## config.mk

```make
export PLATFORM = sky130hd
export DESIGN_NAME = fetch_status_ctrl
export DESIGN_NICKNAME = d
export VERILOG_FILES = /design/src/rtl/fsc_pkg.sv /design/src/rtl/fsc_stall_flags.sv /design/src/rtl/fsc_retry_slot.sv /design/src/rtl/fsc_thread.sv /design/src/rtl/fetch_status_ctrl.sv
export SDC_FILE = /design/constraint.sdc
export NUM_CORES = 1
export LEC_CHECK = 0
export BUFFER_PORTS_ARGS = -buffer_cell sky130_fd_sc_hd__buf_4
export CAP_MARGIN = 30
export CORE_AREA = 5 5 179 181
export DETAILED_ROUTE_END_ITERATION = 16
export DIE_AREA = 0 0 184 186
export HOLD_SLACK_MARGIN = 0.1
export SYNTH_ARGS = -nofsm -noshare
export SYNTH_HDL_FRONTEND = slang
export SYNTH_HIERARCHICAL = 1
export SYNTH_SLANG_ARGS = --single-unit
```

## constraint.sdc

```tcl
create_clock -name clk -period 3.3 [get_ports clk]
set_input_delay 0.66 -clock clk [delete_from_list [all_inputs] [get_ports clk]]
set_output_delay 0.66 -clock clk [all_outputs]
set_load 0.01 [all_outputs]
```

## src/rtl/fsc_pkg.sv

```systemverilog
// Shared types for the fetch status controller.
// Assumes state codes are fixed, since other blocks decode them.
package fsc_pkg;
    typedef enum logic [3:0] {
        ST_IDLE       = 4'd0,
        ST_RUN        = 4'd1,
        ST_SQUASH     = 4'd2,
        ST_BLOCKED    = 4'd3,
        ST_WAIT_RESP  = 4'd4,
        ST_WAIT_RETRY = 4'd5,
        ST_FILL_DONE  = 4'd6,
        ST_TRAP       = 4'd7,
        ST_QUIESCE    = 4'd8
    } fetch_state_e;

    localparam int STALL_SRCS = 4;
    localparam int STATE_W    = 4;
endpackage

```

## src/rtl/fsc_stall_flags.sv

```systemverilog
// Sticky per-thread stall flags, one per downstream stage.
// Assumes unblock is only pulsed on a set flag and never with block.
module fsc_stall_flags #(
    parameter int NT = 2
) (
    input  logic                            clk,
    input  logic                            rst_n,
    input  logic [NT*fsc_pkg::STALL_SRCS-1:0] blk,
    input  logic [NT*fsc_pkg::STALL_SRCS-1:0] unblk,
    input  logic                            ctx_stall,
    output logic [NT-1:0]                   stall_any
);
    localparam int NB = NT * fsc_pkg::STALL_SRCS;

    logic [NB-1:0] flags_q;
    logic [NB-1:0] flags_nxt;

    // Apply this cycle's pulses to the stored flags.
    assign flags_nxt = (flags_q | blk) & ~unblk;

    // Hold the flags.
    always_ff @(posedge clk) begin
        if (!rst_n) flags_q <= '0;
        else        flags_q <= flags_nxt;
    end

    genvar t;
    generate
        for (t = 0; t < NT; t++) begin : g_thr
            // Reduce one thread's flags with the global stall.
            assign stall_any[t] = (|flags_nxt[t*fsc_pkg::STALL_SRCS +: fsc_pkg::STALL_SRCS]) | ctx_stall;
        end
        for (t = 0; t < NB; t++) begin : g_chk
            // unblock only on a set flag and never with block
            p_unblock_legal_r2: assert property (@(posedge clk) disable iff (!rst_n)
                unblk[t] |-> (flags_q[t] && !blk[t]));
        end
    endgenerate
endmodule

```

## src/rtl/fsc_retry_slot.sv

```systemverilog
// Global single-entry retry slot and cache-blocked flag.
// Assumes a refused send only occurs while the port is unblocked.
module fsc_retry_slot #(
    parameter int NT    = 2,
    parameter int TID_W = 1,
    parameter int TAG_W = 4
) (
    input  logic             clk,
    input  logic             rst_n,
    input  logic             refuse,
    input  logic [TID_W-1:0] ref_tid,
    input  logic [TAG_W-1:0] ref_tag,
    input  logic             retry_valid,
    input  logic             retry_ok,
    input  logic [NT-1:0]    kill,
    output logic             cache_blocked,
    output logic [NT-1:0]    grant,
    output logic [TAG_W-1:0] grant_tag
);
    logic             slot_vld_q;
    logic [TID_W-1:0] slot_tid_q;
    logic [TAG_W-1:0] slot_tag_q;
    logic             blocked_q;
    logic             slot_live;

    // The slot is live unless its owner is squashed this cycle.
    assign slot_live = slot_vld_q && !kill[slot_tid_q];
    assign cache_blocked = blocked_q;
    assign grant_tag = slot_tag_q;

    genvar t;
    generate
        for (t = 0; t < NT; t++) begin : g_grant
            // A successful resend goes back to the owner.
            assign grant[t] = retry_valid && retry_ok && slot_live
                              && (slot_tid_q == TID_W'(t));
        end
    endgenerate

    // Fill, drain and kill the slot; track the blocked flag.
    always_ff @(posedge clk) begin
        if (!rst_n) begin
            slot_vld_q <= 1'b0;
            slot_tid_q <= '0;
            slot_tag_q <= '0;
            blocked_q  <= 1'b0;
        end else if (refuse) begin
            slot_vld_q <= 1'b1;
            slot_tid_q <= ref_tid;
            slot_tag_q <= ref_tag;
            blocked_q  <= 1'b1;
        end else begin
            if (!slot_live) slot_vld_q <= 1'b0;
            if (retry_valid && (retry_ok || !slot_live)) begin
                slot_vld_q <= 1'b0;
                blocked_q  <= 1'b0;
            end
        end
    end

    // a refused send blocks the port
    p_refuse_blocks_r10: assert property (@(posedge clk) disable iff (!rst_n)
        refuse |=> cache_blocked);
    // a successful retry unblocks the port
    p_retry_frees_r11: assert property (@(posedge clk) disable iff (!rst_n)
        (retry_valid && retry_ok && !refuse) |=> !cache_blocked);
    // an empty-slot retry unblocks the port
    p_empty_retry_r12: assert property (@(posedge clk) disable iff (!rst_n)
        (retry_valid && !slot_vld_q && !refuse) |=> !cache_blocked);
endmodule

```

## src/rtl/fsc_thread.sv

```systemverilog
// Next-state logic for one thread's fetch status.
// Assumes a fixed priority: commit squash, reorder-buffer hold,
// decode squash, stall, recovery, then cache events.
module fsc_thread #(
    parameter int TAG_W = 4,
    parameter int RDR_W = 68
) (
    input  logic             clk,
    input  logic             rst_n,
    input  logic             cmt_sq,
    input  logic             rob_busy,
    input  logic             dec_sq,
    input  logic [RDR_W-1:0] cmt_rdr,
    input  logic [RDR_W-1:0] dec_rdr,
    input  logic             stall,
    input  logic             send_v,
    input  logic             send_ok,
    input  logic [TAG_W-1:0] send_tag,
    input  logic             cache_blocked,
    input  logic             grant,
    input  logic [TAG_W-1:0] grant_tag,
    input  logic             resp_v,
    input  logic [TAG_W-1:0] resp_tag,
    input  logic             turn,
    output fsc_pkg::fetch_state_e state,
    output logic [RDR_W-1:0] redirect,
    output logic             kill,
    output logic             send_take,
    output logic             resp_take
);
    import fsc_pkg::*;

    fetch_state_e     st_q, st_nxt;
    logic [RDR_W-1:0] rdr_q;
    logic             tag_vld_q;
    logic [TAG_W-1:0] tag_q;
    logic             sig_chg, load_c, load_d;

    assign state    = st_q;
    assign redirect = rdr_q;

    // Pick the next state by the fixed priority order.
    always_comb begin
        st_nxt  = st_q;
        sig_chg = 1'b1;
        kill    = 1'b0;
        load_c  = 1'b0;
        load_d  = 1'b0;
        if (cmt_sq) begin
            st_nxt = ST_SQUASH; kill = 1'b1; load_c = 1'b1;
        end else if (rob_busy) begin
            st_nxt = ST_SQUASH; kill = 1'b1;
        end else if (dec_sq && st_q != ST_SQUASH) begin
            st_nxt = ST_SQUASH; kill = 1'b1; load_d = 1'b1;
        end else if (stall && st_q != ST_WAIT_RESP && st_q != ST_WAIT_RETRY) begin
            st_nxt = ST_BLOCKED;
        end else if (st_q == ST_BLOCKED || st_q == ST_SQUASH) begin
            st_nxt = ST_RUN;
        end else begin
            sig_chg = 1'b0;
        end
        resp_take = resp_v && !sig_chg && st_q == ST_WAIT_RESP
                    && tag_vld_q && tag_q == resp_tag;
        send_take = send_v && !sig_chg && st_q == ST_RUN && !cache_blocked;
        if (!sig_chg) begin
            if (resp_take)                     st_nxt = stall ? ST_BLOCKED : ST_FILL_DONE;
            else if (send_take)                st_nxt = send_ok ? ST_WAIT_RESP : ST_WAIT_RETRY;
            else if (grant)                    st_nxt = ST_WAIT_RESP;
            else if (turn && st_q == ST_FILL_DONE) st_nxt = ST_RUN;
        end
    end

    // Register state, redirect and the outstanding request tag.
    always_ff @(posedge clk) begin
        if (!rst_n) begin
            st_q      <= ST_RUN;
            rdr_q     <= '0;
            tag_vld_q <= 1'b0;
            tag_q     <= '0;
        end else begin
            st_q <= st_nxt;
            if (load_c)      rdr_q <= cmt_rdr;
            else if (load_d) rdr_q <= dec_rdr;
            if (kill || resp_take) begin
                tag_vld_q <= 1'b0;
            end else if (send_take && send_ok) begin
                tag_vld_q <= 1'b1;
                tag_q     <= send_tag;
            end else if (grant && !sig_chg) begin
                tag_vld_q <= 1'b1;
                tag_q     <= grant_tag;
            end
        end
    end

    // commit squash always lands in Squashing
    p_commit_squash_r3: assert property (@(posedge clk) disable iff (!rst_n)
        cmt_sq |=> st_q == ST_SQUASH);
    // busy reorder buffer holds Squashing
    p_rob_hold_r4: assert property (@(posedge clk) disable iff (!rst_n)
        rob_busy |=> st_q == ST_SQUASH);
    // a pending miss is not pulled out by a stall
    p_wait_hold_r6: assert property (@(posedge clk) disable iff (!rst_n)
        (st_q == ST_WAIT_RESP && !cmt_sq && !rob_busy && !dec_sq && !resp_take)
        |=> st_q == ST_WAIT_RESP);
endmodule

```

## src/rtl/fetch_status_ctrl.sv

```systemverilog
// Top of the per-thread fetch status controller: stall flags, one
// state machine per thread, the shared retry slot and activity flag.
// Assumes thread ids on the cache handshake are below NT.
module fetch_status_ctrl #(
    parameter int NT    = 2,
    parameter int TAG_W = 4,
    parameter int PC_W  = 32,
    parameter int UPC_W = 4,
    parameter int RDR_W = 2*PC_W + UPC_W,
    parameter int TID_W = (NT > 1) ? $clog2(NT) : 1
) (
    input  logic                  clk,
    input  logic                  rst_n,
    input  logic [NT-1:0]         thread_enable,
    input  logic [NT*4-1:0]       stage_block,
    input  logic [NT*4-1:0]       stage_unblock,
    input  logic                  ctx_stall,
    input  logic [NT-1:0]         cmt_squash,
    input  logic [NT-1:0]         cmt_rob_busy,
    input  logic [NT*RDR_W-1:0]   cmt_redirect,
    input  logic [NT-1:0]         dec_squash,
    input  logic [NT*RDR_W-1:0]   dec_redirect,
    input  logic [NT-1:0]         fetch_turn,
    input  logic                  ic_send_valid,
    input  logic [TID_W-1:0]      ic_send_tid,
    input  logic [TAG_W-1:0]      ic_send_tag,
    input  logic                  ic_send_ok,
    input  logic                  ic_retry_valid,
    input  logic                  ic_retry_ok,
    input  logic                  ic_resp_valid,
    input  logic [TID_W-1:0]      ic_resp_tid,
    input  logic [TAG_W-1:0]      ic_resp_tag,
    output logic [NT*4-1:0]       thread_state,
    output logic [NT*RDR_W-1:0]   thread_redirect,
    output logic                  ic_blocked,
    output logic                  resp_dropped,
    output logic                  stage_active
);
    import fsc_pkg::*;

    fetch_state_e  st [NT];
    logic [NT-1:0] stall_any, kill, grant, send_take, resp_take;
    logic [TAG_W-1:0] grant_tag;
    logic          refuse, drop_q;

    fsc_stall_flags #(.NT(NT)) u_flags (
        .clk(clk), .rst_n(rst_n), .blk(stage_block), .unblk(stage_unblock),
        .ctx_stall(ctx_stall), .stall_any(stall_any)
    );

    // A taken send that the cache refused fills the retry slot.
    assign refuse = |(send_take & {NT{~ic_send_ok}});

    fsc_retry_slot #(.NT(NT), .TID_W(TID_W), .TAG_W(TAG_W)) u_slot (
        .clk(clk), .rst_n(rst_n), .refuse(refuse), .ref_tid(ic_send_tid),
        .ref_tag(ic_send_tag), .retry_valid(ic_retry_valid), .retry_ok(ic_retry_ok),
        .kill(kill), .cache_blocked(ic_blocked), .grant(grant), .grant_tag(grant_tag)
    );

    genvar t;
    generate
        for (t = 0; t < NT; t++) begin : g_thr
            fsc_thread #(.TAG_W(TAG_W), .RDR_W(RDR_W)) u_thr (
                .clk(clk), .rst_n(rst_n),
                .cmt_sq(cmt_squash[t]), .rob_busy(cmt_rob_busy[t]), .dec_sq(dec_squash[t]),
                .cmt_rdr(cmt_redirect[t*RDR_W +: RDR_W]),
                .dec_rdr(dec_redirect[t*RDR_W +: RDR_W]),
                .stall(stall_any[t]),
                .send_v(ic_send_valid && ic_send_tid == TID_W'(t)),
                .send_ok(ic_send_ok), .send_tag(ic_send_tag),
                .cache_blocked(ic_blocked), .grant(grant[t]), .grant_tag(grant_tag),
                .resp_v(ic_resp_valid && ic_resp_tid == TID_W'(t)),
                .resp_tag(ic_resp_tag), .turn(fetch_turn[t]),
                .state(st[t]), .redirect(thread_redirect[t*RDR_W +: RDR_W]),
                .kill(kill[t]), .send_take(send_take[t]), .resp_take(resp_take[t])
            );
            assign thread_state[t*4 +: 4] = st[t];
        end
    endgenerate

    // Report a response that no thread took.
    always_ff @(posedge clk) begin
        if (!rst_n) drop_q <= 1'b0;
        else        drop_q <= ic_resp_valid && !(|resp_take);
    end
    assign resp_dropped = drop_q;

    // Stage is active if an enabled thread has fetch work.
    always_comb begin
        stage_active = 1'b0;
        for (int i = 0; i < NT; i++) begin
            if (thread_enable[i] && (st[i] == ST_RUN || st[i] == ST_SQUASH
                                     || st[i] == ST_FILL_DONE))
                stage_active = 1'b1;
        end
    end

    // a response to a thread not waiting is always dropped
    p_stale_resp_r8: assert property (@(posedge clk) disable iff (!rst_n)
        (ic_resp_valid && st[ic_resp_tid] != ST_WAIT_RESP) |=> resp_dropped);
    // no send is taken while the port is blocked
    p_no_send_blocked_r10: assert property (@(posedge clk) disable iff (!rst_n)
        ic_blocked |-> !(|send_take));
endmodule

```

==> impl_metrics.tcl, run 1 <==
set metrics [dict create \
    grt_max_degree 137 \
    synth_edf_count 0 \
    hold_end "u_flags/flags_q[2]$_SDFF_PN0_" \
    nets 1607 \
    finalWirelength_mm 29.9 \
    finalHoldViolCount 0 \
    clkLatencyLatePin_ps 430 \
    grt_usage 0.164 \
    top_usage_layer "met2" \
    synth-main-ff-cell "dfxtp_1" \
    hold_depth 2 \
    holdWs_ps 401 \
    crit_arrival_ps 3320 \
    start_kind "flip-flop" \
    rr_endpoint "g_thr[0].u_thr/tag_q[2]$_SDFFE_PN0P_" \
    syn_to_final_growth_pct 53.4 \
    grt_pass1_vias 8045 \
    vias 8119 \
    ios 463 \
    yosys_register_bits 170 \
    clock_path_buffers 2 \
    gr-total-overflow 0 \
    cts_hold_buf 0 \
    synth_cell_types 44 \
    power_density_nw_per_um2 430 \
    synthArstFlopShare 0 \
    dr.pass1.iters 8 \
    slew_violations 0 \
    critical_path_class "reg2reg" \
    die_area_um2 34200 \
    fin_setup_tns_ps 0 \
    rr_startpoint "g_thr[0].u_thr/state[2]$_SDFF_PN0_" \
    rsz0062_at_grt "no" \
    clk_pin_slew_ps 70 \
    cts_resized 0 \
    crit_fanout 12 \
    avgRoutedWirePerCell_um 17.6 \
    dpl.hpwl_mm 23.8 \
    grt_antenna_before_repair 2 \
    drcViolationCount 0 \
    die_h_um 186 \
    grt_pass1_wl_mm 44.2 \
    syn_area_um2 8380 \
    synthCells 865 \
    use_met2 0.297 \
    r2r_cells 11 \
    drtAntennaViolNets 0 \
    dr.first_iter.drc_count 492 \
    place_congestion 0.826 \
    syn-num-nets 1181 \
    hp-start "stage_unblock[2]" \
    layout-drive-gt1-share 0.410 \
    crit_required_ps 3610 \
    cts_setup_buffers 0 \
    period_minus_slack_ps 3010 \
    leakage_uw 0.00713 \
    multiInputGateArea_um2 4640 \
    fill_cells 3022 \
    h-tree-depth 4 \
    avgSynthCellArea_um2 9.68 \
    period_share 0.912 \
    ys_warn_count 6 \
    maxCapViolCount 0 \
    use_met3 0.0502 \
    ys_seq_area_frac 0.406 \
    worst_pin_slew_ps 848 \
    setup_viol 0 \
    cts_tree "done" \
    cts_root_buf "clkbuf_16" \
    fin_skew_ps 12.1 \
    viasPerCell 4.77 \
    status "finished clean" \
    cts_buffers 17 \
    grt_use_met1 0.188 \
    start_util 0.277 \
    seqCellArea_um2 3400 \
    reg2reg_slack_ps 290 \
    die_width_um 184 \
    core_area_um2 30300 \
    relSlewSlack 0.433 \
    placementRows 64 \
    fmax_mhz 332 \
    min_path_type "in2reg" \
    vdd_drop_max_uv 282 \
    cts.sinks 170 \
    end_kind "flip-flop" \
    port_buffers 462 \
]
-- worst max-delay path by stage --
| stage | cells past startpoint | slack [ps] | start | to |
|---|---|---|---|---|
| 2_1_floorplan | 9 | 370 | stage_block[1] | g_thr[0].u_thr/tag_q[0]$_SDFFE_PN0P_ |
| 3_3_place_gp | 9 | 260 | stage_block[7] | g_thr[1].u_thr/tag_q[1]$_SDFFE_PN0P_ |
| 3_5_place_dp | 9 | 210 | stage_block[1] | g_thr[0].u_thr/tag_q[2]$_SDFFE_PN0P_ |
| 4_1_cts | 11 | 360 | g_thr[0].u_thr/state[2]$_SDFF_PN0_ | g_thr[0].u_thr/tag_q[2]$_SDFFE_PN0P_ |
| 5_1_grt | 11 | 80 | g_thr[0].u_thr/state[2]$_SDFF_PN0_ | g_thr[1].u_thr/tag_q[2]$_SDFFE_PN0P_ |
| 6_report | 11 | 290 | g_thr[0].u_thr/state[2]$_SDFF_PN0_ | g_thr[0].u_thr/tag_q[2]$_SDFFE_PN0P_ |
-- where the power goes --
group	leakage (uW)	switching [uW]	internal, uW
combinational	0.00543	530	662
clock	0.000292	899	1160
sequential	0.00141	77.1	2200
total	0.00713	1510	4020
-- cells by family after synthesis --
family	count (synthesis)	synth area share
simple gates	262	0.154
mux	152	0.182
compound gates	188	0.207
buf+inv	85	0.0421
flops	170	0.406
xor+xnor	8	0.00836
-- Yosys cell counts (all sizes together), types with 3 or more instances --
library cell	instances	area (um2)
buf	17	97.6
nand3	8	40.0
xnor2	8	70.1
or4b	4	47.6
or4	6	45.0
inv	10	37.5
nor2b	10	62.6
a21oi	16	87.6
o22ai	8	50.1
clkbuf	58	218
nand2	145	544
nand4b	4	35.0
nand3b	3	22.5
nor4	4	25.0
nor4b	4	35.0
nor2	30	113
o21ai	11	55.1
dfxtp	170	3400
and3b	8	70.1
nor3	9	45.0
and2	6	40.0
o211a	138	1380
nor3b	10	97.6
mux2i	152	1520
-- per-stage QoR --
stage	setup slack (ps)	instances	power (uW)	instance area (um2)	utilization
6_report	290	1702	5530	12900	0.425
5_1_grt	75.7	1702	5800	12900	0.425
4_1_cts	358	1700	5610	12800	0.424
3_5_place_dp	207	1668	3540	12200	0.405
3_3_place_gp	260	1667	3520	12200	0.404
2_1_floorplan	374	865	2850	8380	-
-- sequential cells by signal, indices dropped and copies added (netlist names) --
| register | flops |
|---|---|
| g_thr.u_thr/redirect | 136 |
| u_slot/slot_vld_q | 1 |
| u_slot/grant_tag | 4 |
| u_flags/flags_q | 8 |
| g_thr.u_thr/state | 8 |
| u_slot/cache_blocked | 1 |
| u_slot/slot_tid_q | 1 |
| g_thr.u_thr/tag_vld_q | 2 |
| g_thr.u_thr/tag_q | 8 |
| resp_dropped | 1 |
-- layer usage --
| metal | share of wire | wire [um] | up-vias |
|---|---|---|---|
| li1 | - | - | 3998 |
| met1 | 0.38 | 11500 | 3784 |
| met2 | 0.53 | 15900 | 325 |
| met3 | 0.075 | 2250 | 12 |
| met4 | 0.011 | 331 | 0 |
| met5 | 0 | 0 | - |
-- placed cells by master (no fill, tap or decap), drive strengths merged, types with 3 or more instances in the layout --
cell type,count
o22ai,8
o211a,138
nor3,9
nor2,30
mux2i,152
nand2,145
a21oi,16
xnor2,8
nor2b,10
nand4b,4
nor4,4
nand3b,3
inv,16
and3b,8
or4b,4
o21ai,11
clkbuf,18
nor3b,10
buf,482
dfxtp,170
or4,6
clkinv,4
nand3,8
and2,6
nor4b,4
-- worst max-delay path: stages, from the launching register on --
cell and delay, ps:
dfxtp_1 430, or4b_4 610, a21oi_2 210, inv_2 110, mux2i_1 140, nand2_1 120
nor3_1 340, inv_1 110, o21ai_0 90, nor3b_4 410, nand3_1 130, and3b_1 200
-- final cells by class --
class                           instances  area share
Sequential cell                       170       0.265
Antenna cell                            2    0.000389
Multi-Input combinational cell        610       0.361
Inverter                               10     0.00292
Timing Repair Buffer                  482       0.285
Tap cell                              396      0.0386
Clock buffer                           18      0.0342
Clock inverter                         14      0.0125
(Power assumes the default switching activity.)
==> run 2, diff against run 1 <==
--- a/config.mk
+++ b/config.mk
@@ -5,7 +5,7 @@
 export SDC_FILE = /design/constraint.sdc
 export NUM_CORES = 1
 export LEC_CHECK = 0
-export BUFFER_PORTS_ARGS = -buffer_cell sky130_fd_sc_hd__buf_4
+export BUFFER_PORTS_ARGS = -buffer_cell sky130_fd_sc_hd__buf_2
 export CAP_MARGIN = 30
 export CORE_AREA = 5 5 179 181
 export DETAILED_ROUTE_END_ITERATION = 16
==> impl_metrics.tcl, run 2 (same netlist as run 1, synthesis figures left out) <==
set metrics [dict create \
    grt_pass1_vias 7699 \
    largest_register_ffs 136 \
    min_path_type "in2reg" \
    crit_family "simple AND/OR/NAND/NOR gates" \
    cts_root_buf "clkbuf_16" \
    viasPerCell 4.69 \
    setup_viol 0 \
    vdd_drop_max_uv 274 \
    syn_to_final_growth_pct 39.8 \
    fin_setup_tns_ps 0 \
    period_share 0.906 \
    diodes 0 \
    die_area_um2 34200 \
    finalHoldViolCount 0 \
    dp.cells 1670 \
    fin_skew_ps 11.1 \
    worst_pin_slew_ps 735 \
    slew_violations 0 \
    cts_tree "done" \
    cts_hold_buf 0 \
    instances_no_fill 1704 \
    avgRoutedWirePerCell_um 16.3 \
    report.power.total_uw 5210 \
    placementRows 64 \
    h-tree-depth 4 \
    cts_buffers 17 \
    grt_pass1_wl_mm 40.6 \
    crit_path_cell_trace "or4b_4 -> a21oi_2 -> inv_2 -> mux2i_1 -> nand2_1 -> nor3_1 -> inv_1 -> o21ai_0 -> nor3b_4 -> nand3_1 -> and3b_1" \
    period_minus_slack_ps 2990 \
    die_h_um 186 \
    grt_antenna_before_repair 5 \
    vias 7989 \
    final_common_cell "buf_2" \
    end_kind "flip-flop" \
    critical_path_class "reg2reg" \
    dpl.hpwl_mm 22.2 \
    rsz0062_at_grt "no" \
    path_buf_inv 2 \
    relSlewSlack 0.509 \
    power_density_nw_per_um2 445 \
    clk_pin_slew_ps 70 \
    final_cell_mix "459 x buf_2, 169 x dfxtp_1, 152 x mux2i_1" \
    place_congestion 0.852 \
    fmax_mhz 335 \
    grt_max_degree 75 \
    start_util 0.277 \
    port_buffers 462 \
    worst_path_max_delay_cell "or4b_4" \
    place_area_um2 11100 \
    dr.pass1.iters 5 \
    layout-drive-gt1-share 0.411 \
    clkLatencyLatePin_ps 420 \
    maxCapViolCount 0 \
    cts.sinks 170 \
    crit_fanout 12 \
    cp_slowest_stage_delay_ps 600 \
    fin_area_um2 11700 \
    crit_required_ps 3620 \
    grt_usage 0.150 \
    dr.first_iter.drc_count 372 \
    die_width_um 184 \
    start_kind "flip-flop" \
    nets 1611 \
    drtAntennaViolNets 0 \
    leakage_uw 0.00681 \
    finish.utilization 0.387 \
    status "finished clean" \
    clock_path_buffers 2 \
    ios 463 \
    crit_arrival_ps 3310 \
    drcViolationCount 0 \
    gr-total-overflow 0 \
    core_area_um2 30300 \
    finalWirelength_mm 27.7 \
]
-- run 2: cell count changes in the layout (fill, tap and decap cells not counted), moves of 2 or more --
cell | before | now
diode_2 | 2 | 0
buf_4 | 478 | 22
buf_2 | 0 | 459
clkbuf_1 | 0 | 2
-- run 2: cell type report --
class,instances,area (um2)
repair buffers,486,2560
well taps,396,495
clock buffers,20,447
fillers,3099,18600
multi-input cells,610,4650
inverters,10,37.5
flip-flops and latches,170,3400
clock inverters,12,114
-- run 2: per-stage QoR --
step / hold WS [ps] / worst slack (ps)
3_3_place_gp: 474 / 269
5_1_grt: 393 / 52.4
3_5_place_dp: 480 / 206
2_1_floorplan: 485 / 374
6_report: 419 / 311
4_1_cts: 390 / 252
-- run 2: power breakdown --
group	total, uW	switching (uW)	internal, uW
registers	2280	75.7	2200
clock network	1930	859	1070
logic	1000	511	489
-- run 2: metal layers --
layer	GRT usage	routed length [um]	up-vias	share of wire
li1	-	-	3996	-
met5	0	0	-	0
met4	0.0453	556	0	0.020
met3	0.0416	2210	38	0.080
met1	0.171	10700	3634	0.39
met2	0.272	14200	321	0.51
-- run 2: worst paths after layout --
path | startpoint | end | slack [ps] | cells after the start
min | stage_unblock[3] | u_flags/flags_q[3]$_SDFF_PN0_ | 420 | 2
max | g_thr[0].u_thr/state[2]$_SDFF_PN0_ | g_thr[1].u_thr/tag_q[0]$_SDFFE_PN0P_ | 310 | 11
max reg2reg | g_thr[0].u_thr/state[2]$_SDFF_PN0_ | g_thr[1].u_thr/tag_q[0]$_SDFFE_PN0P_ | 310 | 11
min reg2reg | g_thr[0].u_thr/redirect[37]$_SDFFE_PN0P_ | g_thr[0].u_thr/redirect[37]$_SDFFE_PN0P_ | 490 | 1
-- run 2: timing repair --
item	4_1_cts	5_1_grt
gates resized for setup	0	2
endpoints found under the setup margin	0	10
buffers inserted	0	0
==> run 3, diff against run 2 <==
--- a/config.mk
+++ b/config.mk
@@ -11,6 +11,7 @@
 export DETAILED_ROUTE_END_ITERATION = 16
 export DIE_AREA = 0 0 184 186
 export HOLD_SLACK_MARGIN = 0.1
+export RECOVER_POWER = 100
 export SYNTH_ARGS = -nofsm -noshare
 export SYNTH_HDL_FRONTEND = slang
 export SYNTH_HIERARCHICAL = 1
==> constraint.sdc (replaced) <==
create_clock -name clk -period 3.3 [get_ports clk]
set_input_delay 0.33 -clock clk [delete_from_list [all_inputs] [get_ports clk]]
set_output_delay 0.33 -clock clk [all_outputs]
set_load 0.01 [all_outputs]
==> impl_metrics.tcl, run 3 (same netlist as run 1, synthesis figures left out) <==
set metrics [dict create \
    port_buffers 462 \
    slew_violations 0 \
    die_area_um2 34200 \
    ios 463 \
    p_int_uw 3860 \
    cts_tree "done" \
    worst_path_max_delay_cell "or4b_4" \
    cts_root_buf "clkbuf_16" \
    sw_frac_of_total 0.276 \
    crit_fanout 13 \
    critical_path_class "reg2reg" \
    largest_register_ffs 136 \
    vias 8069 \
    clock_path_buffers 2 \
    vdd_drop_max_uv 317 \
    status "finished clean" \
    finalWirelength_mm 28.2 \
    final_common_cell "buf_2" \
    dr.pass1.iters 5 \
    share_seq_of_total_power 0.429 \
    dr.first_iter.drc_count 362 \
    crit_required_ps 3620 \
    final_cell_mix "310 x buf_2, 170 x dfxtp_1, 153 x clkbuf_1" \
    placementRows 64 \
    pwr-share-comb 0.177 \
    dpl.hpwl_mm 21.9 \
    finish.utilization 0.379 \
    layout-drive-gt1-share 0.286 \
    cp_slowest_stage_delay_ps 560 \
    grt_pass1_vias 7672 \
    die_width_um 184 \
    syn_to_final_growth_pct 36.9 \
    die_h_um 186 \
    leakage_uw 0.00622 \
    drtAntennaViolNets 0 \
    drcViolationCount 0 \
    worst_pin_slew_ps 1430 \
    avgRoutedWirePerCell_um 16.6 \
    min_path_type "in2reg" \
    period_minus_slack_ps 3090 \
    fin_setup_tns_ps 0 \
    rsz0062_at_grt "no" \
    viasPerCell 4.76 \
    grt_pass1_wl_mm 40.8 \
    start_kind "flip-flop" \
    pre_cts_slack_ps 251 \
    cts_setup_buffers 0 \
    grt_max_degree 137 \
    place_congestion 0.824 \
    crit_arrival_ps 3420 \
    grt_antenna_before_repair 5 \
    clock_power_share 0.394 \
    finalHoldViolCount 0 \
    power.switching_uw 1470 \
    clkLatencyLatePin_ps 430 \
    period_share 0.937 \
    h-tree-depth 4 \
    core_area_um2 30300 \
    setup_ws_ps 208 \
    crit_path_cell_trace "or4b_4 -> a21oi_2 -> inv_2 -> mux2i_1 -> nand2_1 -> nor3_1 -> inv_1 -> o21ai_0 -> nor3b_4 -> nand3_1 -> and3b_1" \
    relSlewSlack 0.0459 \
    fmax_mhz 323 \
    cts_buffers 17 \
    clk_pin_slew_ps 70 \
    end_kind "flip-flop" \
    grt_usage 0.150 \
    start_util 0.277 \
    setup_viol 0 \
    nets 1602 \
    maxCapViolCount 0 \
    cts.sinks 170 \
    path_buf_inv 2 \
    crit_family "simple AND/OR/NAND/NOR gates" \
    fin_skew_ps 11.7 \
    gr-total-overflow 0 \
    power_density_nw_per_um2 465 \
]
run 3: power by group through the flow:
| stage | Clock (uW) | Combinational, uW | Sequential [uW] |
|---|---|---|---|
| after global routing | 2260 | 1040 | 2310 |
| after floorplan | 0 | 452 | 2390 |
| after detailed placement | 0 | 992 | 2330 |
| after global placement | 0 | 983 | 2320 |
| final | 2100 | 943 | 2290 |
| after CTS | 2180 | 999 | 2280 |
run 3: worst paths after layout:
check | start | to | slack, ps | cells past startpoint
min reg2reg | g_thr[1].u_thr/redirect[40]$_SDFFE_PN0P_ | g_thr[1].u_thr/redirect[40]$_SDFFE_PN0P_ | 500 | 1
max reg2reg | g_thr[1].u_thr/state[1]$_SDFF_PN0_ | g_thr[1].u_thr/tag_q[2]$_SDFFE_PN0P_ | 210 | 11
max | g_thr[1].u_thr/state[1]$_SDFF_PN0_ | g_thr[1].u_thr/tag_q[2]$_SDFFE_PN0P_ | 210 | 11
min | ic_resp_valid | resp_dropped$_SDFF_PN0_ | 150 | 3
run 3: layer usage:
layer  routed length (um)  part of all wire  vias to the layer above  global-route usage
met3                 2100             0.074                       40              0.0375
met2                14600              0.52                      347               0.275
met4                  478             0.017                        0              0.0450
met1                11000              0.39                     3703               0.173
met5                    0                 0                        -                   0
li1                     -                 -                     3979                   -
run 3: what timing repair did:
| item | CTS | global route |
|---|---|---|
| resized for setup | 0 | 1 |
| endpoints found under the hold margin | 4 | 0 |
| setup endpoints to repair | 0 | 4 |
| hold buffers | 4 | 0 |
run 3: per-stage QoR:
step	total power [uW]	hold WS, ps	instance area (um2)	std cells
2_1_floorplan	2850	406	8380	865
3_3_place_gp	3310	474	11000	1658
3_5_place_dp	3320	481	11000	1658
4_1_cts	5460	115	11700	1693
5_1_grt	5600	127	11500	1694
6_report	5330	148	11500	1695
run 3: area by class of cell:
cell class,count,area [um2]
Timing Repair Buffer,477,2280
Tap cell,396,495
Clock inverter,12,165
Multi-Input combinational cell,610,4640
Clock buffer,19,443
Fill cell,3158,18800
Sequential cell,170,3400
Inverter,10,37.5
Antenna cell,1,2.50
run 3: tightest hold or removal path, cell delays in order:
cell and delay [ps]:
buf_2 110, nand2_1 50, nor3_1 40
